--- config.mk ---
export PLATFORM = sky130hd
export DESIGN_NAME = opmenu_spi_seq
export DESIGN_NICKNAME = d
export VERILOG_FILES = /design/src/rtl/osq_pkg.sv /design/src/rtl/osq_cfg.sv /design/src/rtl/osq_sckgen.sv /design/src/rtl/osq_databuf.sv /design/src/rtl/opmenu_spi_seq.sv
export SDC_FILE = /design/constraint.sdc
export NUM_CORES = 2
export LEC_CHECK = 0
export ABC_CLOCK_PERIOD_IN_PS = 9600
export BUFFER_PORTS_ARGS = -buffer_cell sky130_fd_sc_hd__buf_2
export CORE_UTILIZATION = 45
export CTS_CLUSTER_DIAMETER = 80
export CTS_CLUSTER_SIZE = 24
export DETAILED_ROUTE_END_ITERATION = 6
export MAX_ROUTING_LAYER = met4
export PLACE_DENSITY_LB_ADDON = 0.1
export SYNTH_ARGS = -nofsm -noshare
export SYNTH_HDL_FRONTEND = slang
export SYNTH_HIERARCHICAL = 1
export SYNTH_SLANG_ARGS = --single-unit
--- constraint.sdc ---
create_clock -name clk -period 9.6 [get_ports clk]
set_input_delay 1.44 -clock clk [delete_from_list [all_inputs] [get_ports clk]]
set_output_delay 1.44 -clock clk [all_outputs]
set_load 0.005 [all_outputs]
--- src/rtl/osq_pkg.sv ---
`timescale 1ns/1ps
package osq_pkg;
  localparam int MENU_N = 8;
  localparam int IDX_W  = $clog2(MENU_N);
  localparam int OP_W   = 8;
  localparam int FADDR_W = 24;

  typedef enum logic [1:0] {S_IDLE, S_PRE, S_GAP, S_MAIN} seq_state_e;

  // type bit 1: address phase present, bit 0: write direction
  function automatic int unsigned hdr_bits(input logic [1:0] t);
    return t[1] ? OP_W + FADDR_W : OP_W;
  endfunction

  function automatic int unsigned main_bits(input logic [1:0] t, input logic dat,
                                            input int unsigned nbytes);
    return hdr_bits(t) + (dat ? nbytes * 8 : 0);
  endfunction
endpackage

--- src/rtl/osq_cfg.sv ---
`timescale 1ns/1ps
module osq_cfg import osq_pkg::*; (
  input  logic                   clk,
  input  logic                   rst_n,
  input  logic                   wr_prefix,
  input  logic                   wr_types,
  input  logic                   wr_menu_lo,
  input  logic                   wr_menu_hi,
  input  logic                   lock_set,
  input  logic [31:0]            wdata,
  output logic [15:0]            prefix,
  output logic [2*MENU_N-1:0]    types,
  output logic [OP_W*MENU_N-1:0] menu,
  output logic                   locked
);
  localparam int HALF = OP_W * MENU_N / 2;

  always_ff @(posedge clk or negedge rst_n) begin
    if (!rst_n) begin
      prefix <= '0;
      types  <= '0;
      menu   <= '0;
      locked <= 1'b0;
    end else begin
      if (lock_set) locked <= 1'b1;
      if (!locked) begin
        if (wr_prefix)  prefix <= wdata[15:0];
        if (wr_types)   types  <= wdata[2*MENU_N-1:0];
        if (wr_menu_lo) menu[HALF-1:0]      <= wdata[HALF-1:0];
        if (wr_menu_hi) menu[2*HALF-1:HALF] <= wdata[HALF-1:0];
      end
    end
  end
endmodule

--- src/rtl/osq_sckgen.sv ---
`timescale 1ns/1ps
module osq_sckgen #(
  parameter int DIV_SLOW = 4,
  parameter int DIV_FAST = 2
) (
  input  logic clk,
  input  logic rst_n,
  input  logic en,
  input  logic fast,
  output logic tick
);
  localparam int DMAX = (DIV_SLOW > DIV_FAST) ? DIV_SLOW : DIV_FAST;
  localparam int CW   = $clog2(DMAX + 1);

  logic [CW-1:0] cnt;
  logic [CW-1:0] lim;

  assign lim  = fast ? CW'(DIV_FAST) : CW'(DIV_SLOW);
  assign tick = en && (cnt == lim - CW'(1));

  always_ff @(posedge clk or negedge rst_n) begin
    if (!rst_n)    cnt <= '0;
    else if (!en)  cnt <= '0;
    else if (tick) cnt <= '0;
    else           cnt <= cnt + CW'(1);
  end
endmodule

--- src/rtl/osq_databuf.sv ---
`timescale 1ns/1ps
module osq_databuf #(
  parameter int BYTES = 64
) (
  input  logic                       clk,
  input  logic                       rst_n,
  input  logic                       sw_we,
  input  logic [$clog2(BYTES/4)-1:0] sw_word,
  input  logic [31:0]                sw_wdata,
  output logic [31:0]                sw_rdata,
  input  logic [$clog2(BYTES)-1:0]   eng_byte,
  output logic [7:0]                 eng_rbyte,
  input  logic                       eng_bit_we,
  input  logic [2:0]                 eng_bit_pos,
  input  logic                       eng_bit_val
);
  localparam int BA_W = $clog2(BYTES);

  logic [7:0] mem [BYTES];

  for (genvar g = 0; g < 4; g++) begin : g_lane
    localparam logic [1:0] LANE = 2'(g);
    assign sw_rdata[8*g +: 8] = mem[{sw_word, LANE}];
  end

  assign eng_rbyte = mem[eng_byte];

  always_ff @(posedge clk or negedge rst_n) begin
    if (!rst_n) begin
      for (int i = 0; i < BYTES; i++) mem[i] <= '0;
    end else if (sw_we) begin
      for (int i = 0; i < 4; i++) mem[BA_W'({sw_word, 2'(i)})] <= sw_wdata[8*i +: 8];
    end else if (eng_bit_we) begin
      mem[eng_byte][eng_bit_pos] <= eng_bit_val;
    end
  end
endmodule

--- src/rtl/opmenu_spi_seq.sv ---
`timescale 1ns/1ps
module opmenu_spi_seq import osq_pkg::*; #(
  parameter int BUF_BYTES = 64,
  parameter int DIV_SLOW  = 4,
  parameter int DIV_FAST  = 2
) (
  input  logic                                 clk,
  input  logic                                 rst_n,
  input  logic [$clog2(BUF_BYTES/4):0]         reg_addr,
  input  logic [31:0]                          reg_wdata,
  input  logic                                 reg_we,
  output logic [31:0]                          reg_rdata,
  output logic                                 spi_sck,
  output logic                                 spi_csn,
  output logic                                 spi_mosi,
  input  logic                                 spi_miso
);
  localparam int WA_W  = $clog2(BUF_BYTES / 4);
  localparam int RA_W  = WA_W + 1;
  localparam int CNT_W = $clog2(BUF_BYTES);
  localparam int BIT_W = $clog2(OP_W + FADDR_W + 8 * BUF_BYTES + 1);
  localparam logic [RA_W-1:0] A_CTRL = RA_W'(0), A_ADDR = RA_W'(1), A_STAT = RA_W'(2),
                              A_PFX = RA_W'(3), A_TYPE = RA_W'(4), A_MLO = RA_W'(5),
                              A_MHI = RA_W'(6);

  // configuration tables
  logic [15:0]            prefix;
  logic [2*MENU_N-1:0]    types;
  logic [OP_W*MENU_N-1:0] menu;
  logic                   locked;
  logic [FADDR_W-1:0]     addr_r;

  logic wr_ctrl, wr_stat, wr_data;
  assign wr_ctrl = reg_we && (reg_addr == A_CTRL);
  assign wr_stat = reg_we && (reg_addr == A_STAT);

  osq_cfg u_cfg (
    .clk(clk), .rst_n(rst_n),
    .wr_prefix(reg_we && reg_addr == A_PFX), .wr_types(reg_we && reg_addr == A_TYPE),
    .wr_menu_lo(reg_we && reg_addr == A_MLO), .wr_menu_hi(reg_we && reg_addr == A_MHI),
    .lock_set(wr_stat && reg_wdata[3]), .wdata(reg_wdata),
    .prefix(prefix), .types(types), .menu(menu), .locked(locked)
  );

  // sequencer state
  seq_state_e         state;
  logic [BIT_W-1:0]   bitn;
  logic               sck_q, csn_q, done_q, err_q;
  logic [OP_W-1:0]    op_q, pfxop_q;
  logic [1:0]         typ_q;
  logic [FADDR_W-1:0] addr_q;
  logic [CNT_W-1:0]   cnt_q;
  logic               dat_q, fast_q;
  logic               busy, tick;

  assign busy = (state != S_IDLE);

  // GO decode
  logic [IDX_W-1:0] sel_idx;
  logic [1:0]       sel_type;
  logic             go_wr, go_ok, go_bad, dir_clash;
  assign sel_idx   = reg_wdata[4 +: IDX_W];
  assign sel_type  = types[2*sel_idx +: 2];
  assign go_wr     = wr_ctrl && reg_wdata[0];
  assign dir_clash = reg_wdata[14] && (sel_type[0] != reg_wdata[15]);
  assign go_bad    = go_wr && !busy && locked && dir_clash;
  assign go_ok     = go_wr && !busy && !go_bad;

  // frame arithmetic
  logic [BIT_W-1:0] hdr, last_bit, doff;
  logic             in_data, frame_end, main_end, cur_bit;
  logic [4:0]       aidx;
  logic [7:0]       eng_rbyte;
  assign hdr       = BIT_W'(hdr_bits(typ_q));
  assign last_bit  = (state == S_PRE) ? BIT_W'(OP_W - 1)
                   : BIT_W'(main_bits(typ_q, dat_q, int'(cnt_q) + 1) - 1);
  assign in_data   = (state == S_MAIN) && (bitn >= hdr);
  assign doff      = bitn - hdr;
  assign aidx      = 5'(BIT_W'(OP_W + FADDR_W - 1) - bitn);
  assign frame_end = tick && sck_q && (bitn == last_bit) && (state == S_PRE || state == S_MAIN);
  assign main_end  = frame_end && (state == S_MAIN);

  always_comb begin
    cur_bit = 1'b0;
    if (state == S_PRE)             cur_bit = pfxop_q[~bitn[2:0]];
    else if (state == S_MAIN) begin
      if (bitn < BIT_W'(OP_W))      cur_bit = op_q[~bitn[2:0]];
      else if (!in_data)            cur_bit = addr_q[aidx];
      else                          cur_bit = typ_q[0] && eng_rbyte[~doff[2:0]];
    end
  end

  osq_sckgen #(.DIV_SLOW(DIV_SLOW), .DIV_FAST(DIV_FAST)) u_sck (
    .clk(clk), .rst_n(rst_n), .en(busy), .fast(fast_q), .tick(tick)
  );

  logic [31:0] buf_rdata;
  assign wr_data = reg_we && reg_addr[RA_W-1] && !busy;

  osq_databuf #(.BYTES(BUF_BYTES)) u_buf (
    .clk(clk), .rst_n(rst_n),
    .sw_we(wr_data), .sw_word(reg_addr[WA_W-1:0]), .sw_wdata(reg_wdata), .sw_rdata(buf_rdata),
    .eng_byte(CNT_W'(doff >> 3)), .eng_rbyte(eng_rbyte),
    .eng_bit_we(tick && !sck_q && in_data && !typ_q[0]),
    .eng_bit_pos(~doff[2:0]), .eng_bit_val(spi_miso)
  );

  always_ff @(posedge clk or negedge rst_n) begin
    if (!rst_n) addr_r <= '0;
    else if (reg_we && reg_addr == A_ADDR) addr_r <= reg_wdata[FADDR_W-1:0];
  end

  always_ff @(posedge clk or negedge rst_n) begin
    if (!rst_n) begin
      state <= S_IDLE; bitn <= '0; sck_q <= 1'b0; csn_q <= 1'b1;
      op_q <= '0; pfxop_q <= '0; typ_q <= '0; addr_q <= '0;
      cnt_q <= '0; dat_q <= 1'b0; fast_q <= 1'b0;
    end else begin
      unique case (state)
        S_IDLE: if (go_ok) begin
          op_q    <= menu[OP_W*sel_idx +: OP_W];
          typ_q   <= sel_type;
          addr_q  <= addr_r;
          cnt_q   <= reg_wdata[8 +: CNT_W];
          dat_q   <= reg_wdata[14];
          fast_q  <= reg_wdata[3];
          pfxop_q <= reg_wdata[2] ? prefix[15:8] : prefix[7:0];
          bitn    <= '0;
          csn_q   <= 1'b0;
          state   <= reg_wdata[1] ? S_PRE : S_MAIN;
        end
        S_PRE, S_MAIN: if (tick) begin
          if (!sck_q) sck_q <= 1'b1;
          else begin
            sck_q <= 1'b0;
            if (bitn == last_bit) begin
              csn_q <= 1'b1;
              bitn  <= '0;
              state <= (state == S_PRE) ? S_GAP : S_IDLE;
            end else begin
              bitn <= bitn + BIT_W'(1);
            end
          end
        end
        S_GAP: if (tick) begin
          csn_q <= 1'b0;
          state <= S_MAIN;
        end
        default: state <= S_IDLE;
      endcase
    end
  end

  always_ff @(posedge clk or negedge rst_n) begin
    if (!rst_n) begin
      done_q <= 1'b0; err_q <= 1'b0;
    end else begin
      if (main_end)                     done_q <= 1'b1;
      else if (wr_stat && reg_wdata[1]) done_q <= 1'b0;
      if (go_bad)                       err_q <= 1'b1;
      else if (wr_stat && reg_wdata[2]) err_q <= 1'b0;
    end
  end

  assign spi_sck  = sck_q;
  assign spi_csn  = csn_q;
  assign spi_mosi = !csn_q && cur_bit;

  always_comb begin
    reg_rdata = '0;
    if (reg_addr[RA_W-1]) reg_rdata = buf_rdata;
    else unique case (reg_addr)
      A_ADDR:  reg_rdata = 32'(addr_r);
      A_STAT:  reg_rdata = {28'd0, locked, err_q, done_q, busy};
      A_PFX:   reg_rdata = 32'(prefix);
      A_TYPE:  reg_rdata = 32'(types);
      A_MLO:   reg_rdata = menu[31:0];
      A_MHI:   reg_rdata = menu[63:32];
      default: reg_rdata = '0;
    endcase
  end
endmodule

==> summary.md <==
| Metric | Value |
|---|---|
| Detailed Place HPWL | `around 150000 um` |
| Reg2Reg Depth | `11` |
| Setup ws final | `1.77 ns` |
| CTS tree | `done` |
| PwrDens | `roughly 120 nW/um2` |
| Main flop type after synthesis | `dfrtp_1` |
| Root buf cell | `clkbuf_16` |
| Place WS | `roughly 2.7 ns` |
| Unique masters post-synth | `87` |
| Cts bufs inserted | `46` |
| RSZ-0062 raised after global routing | `false` |
| Layout area overhead | `6.17%` |
| Post-Route WL | `218000 um` |
| Gates resized, CTS repair | `0` |
| Status | `completed` |
| Initial antenna violation count | `10` |
| Syn_area_per_cell | `9.92 um2` |
| EDFF count, synth | `0` |
| Cts hold-fix bufs | `0` |
| RD Place Congestion | `1.06` |
| Final number of setup-violating endpoints | `0` |
| Number of global-route vias before repair | `39300` |
| Slew HR | `about an eighth` |
| F_max | `128 MHz` |
| Top-count cell post-synth | `dfrtp_1` |
| Hold Crit Class | `flop to flop` |
| Die width | `~320 um` |
| Clock Tree Buf Depth | `3` |
| # rows | `117` |
| Initial Utilization | `a little under half` |
| #FFs+latches synth | `702` |
| Post-route clock period utilization | `81.5%` |
| Pleak | `19.7 nW` |
| Post-Syn Nets | `4749` |
| Share of layout cells above drive strength 1 | `between 20% and 30%` |
| Clk pin slew, worst setup/hold paths | `0.11 ns` |
| Area contributors post-synth | `dfrtp_1 (38%), mux2_2 (12%), mux4_2 (10%)` |
| Via/cell ratio | `7.25` |
| Tmin final | `7.83 ns` |
| Drt initial violations | `6643` |
| Final hold slack | `between 0.5 and 0.6 ns` |
| Nature of the critical path endpoint | `output port` |
| Antenna viol nets, final | `0` |
| Mapped Cells | `between 4000 and 5000` |
| Drt pass-1 iters | `7` |
| Crit path DAT | `around 6.4 ns` |
| Number of remaining DRC errors | `0` |
| # nets final | `4502` |
| Setup TNS | `0 ns` |
| Cells on Worst Hold Path | `1` |
| CORE AREA | `102000 um2` |
| Boundary Pins | `76` |
| Syn. warnings | `6` |
| Vias | `42500` |
| Grt ovf | `0` |
| Clock skew after layout | `roughly 0.048 ns` |
| Largest net degree at the start of global routing | `165` |
| Die area | `105000 um2` |
| Max-Cap Viols | `0` |
| Critical-path maximum fanout | `53` |
| Worst skew pair latency | `about 0.71 ns` |
| Worst-margin pin slew | `1.30 ns` |
| Kind of critical path | `flop to output port` |
| Total GRT Usage | `42.4%` |
| WP data required | `8.16 ns` |
| Mapped Area | `46500 um2` |
| I/O Buffers | `75` |
| First-pass GRT wire length | `approximately 310000 um` |
| Endpoints failing hold | `0` |
| Post-CTS setup buffers | `0` |
| Die Height | `323 um` |
| Leading area contributor after synthesis | `dfrtp_1` |
| Max Transition Viols Final | `0` |
| Worst IR Drop VDD | `0.144 mV` |
| H-tree Lvls | `2` |
| Synth top cells by count | `dfrtp_1 (701), nor2_1 (630), a21oi_1 (586)` |
| Seq/Total Area, Yosys | `37.8%` |
| Wire per inst | `about 37 um` |
| Worst Setup Start Kind | `flop` |
| Async set or reset register ratio after synthesis | `100%` |
| Clk sink count | `702` |
| Share of Yosys cell area claimed by the top area cell type | `37.7%` |
-- critical path, stage by stage, from the launching register on --
cell and delay, ns:
dfrtp_1 0.51, inv_1 0.15, ha_1 0.24, ha_1 0.31, inv_4 0.52, buf_4 0.45
inv_1 0.41, a221o_1 0.44, a22oi_1 0.20, o21ai_0 0.11, or4_1 0.60, mux4_2 0.49
nand2_1 0.19, nand2_1 0.23, nand2_1 0.12, mux2i_1 0.07, o21ai_0 0.26, o31ai_1 0.12
buf_2 0.14
-- kinds of logic after synthesis --
logic type,count (synthesis),share of synthesized area (%)
compound gates,1558,20.3
simple gates,960,8.81
mux,890,27.1
flops,702,37.8
buf+inv,544,5.19
xor+xnor,18,0.339
fa+ha+maj,18,0.500
-- area by class of cell --
type                            count  area (um2)
Fill cell                        9673       52800
Multi-Input combinational cell   3444       26800
Sequential cell                   702       17600
Tap cell                         1368        1710
Timing Repair Buffer              202        1460
Clock buffer                       52        1220
Clock inverter                     33         404
Inverter                           47         181
Antenna cell                       14        35.0
-- power breakdown --
part	internal (mW)	total [mW]	leakage [nW]	switching, mW
combinational	0.218	0.482	9.27	0.264
sequential	3.06	3.16	9.60	0.108
clock	1.06	2.37	0.800	1.31
total	4.33	6.02	19.7	1.68
-- path summary, 6_finish.rpt --
| check | endpoint | start | slack, ns |
|---|---|---|---|
| setup / recovery | spi_mosi | bitn[3] | 1.77 |
| max in group asynchronous | u_buf/mem[113] | rst_n | 6.82 |
| hold reg to reg | u_sck/cnt[0] | u_sck/cnt[0] | 0.51 |
| min in group asynchronous | state[0] | rst_n | 0.70 |
| setup reg to reg | u_buf/mem[43] | bitn[3] | 4.31 |
| hold / removal | u_sck/cnt[0] | u_sck/cnt[0] | 0.51 |
-- placed cells by master (no fill, tap or decap), types with 8 or more instances in the layout --
cell / n
a22o_1: 12
a221oi_1: 96
nand2_1: 139
clkbuf_16: 46
nand3_1: 38
mux2_2: 477
dfrtp_1: 701
a22oi_1: 132
inv_1: 43
buf_12: 8
nand2b_1: 14
o211ai_1: 40
nor2_1: 623
a21oi_2: 9
diode_2: 14
a222oi_1: 12
a21oi_1: 580
nor2b_1: 10
mux2_4: 81
mux2i_1: 53
o21ai_0: 310
mux4_2: 209
xor2_1: 10
nor3_1: 17
mux2_1: 70
ha_1: 17
nor2_2: 31
o31ai_1: 13
o22ai_1: 225
o21a_1: 40
buf_4: 119
buf_2: 72
o221ai_1: 11
a31oi_1: 18
-- flip-flops by register name, summed over array words and instances (netlist names), 3 cells and up --
name / count
u_cfg/types: 16
u_sck/cnt: 3
u_buf/mem: 512
addr_q: 24
op_q: 8
addr_r: 24
u_cfg/prefix: 16
cnt_q: 6
bitn: 10
pfxop_q: 8
u_cfg/menu: 64
-- per-stage QoR --
step           std cells  power [mW]  area [um2]  util [%]
2_1_floorplan       4690        3.47       46500         -
3_3_place_gp        5763        3.69       47700      46.7
3_5_place_dp        5763        3.70       47700      46.7
4_1_cts             5848        6.03       49300      48.3
5_1_grt             5858        6.16       49400      48.3
6_report            5862        6.02       49400      48.3
-- metal layers --
metal | GRT usage, % | wire (um) | share of wire [%]
met4 | 22.8 | 14700 | 6.7
met5 | - | 0 | 0
met2 | 59.6 | 92300 | 42
met1 | 55.4 | 84800 | 39
met3 | 11.3 | 26200 | 12
Note: power is estimated with default switching activity, not from simulation.
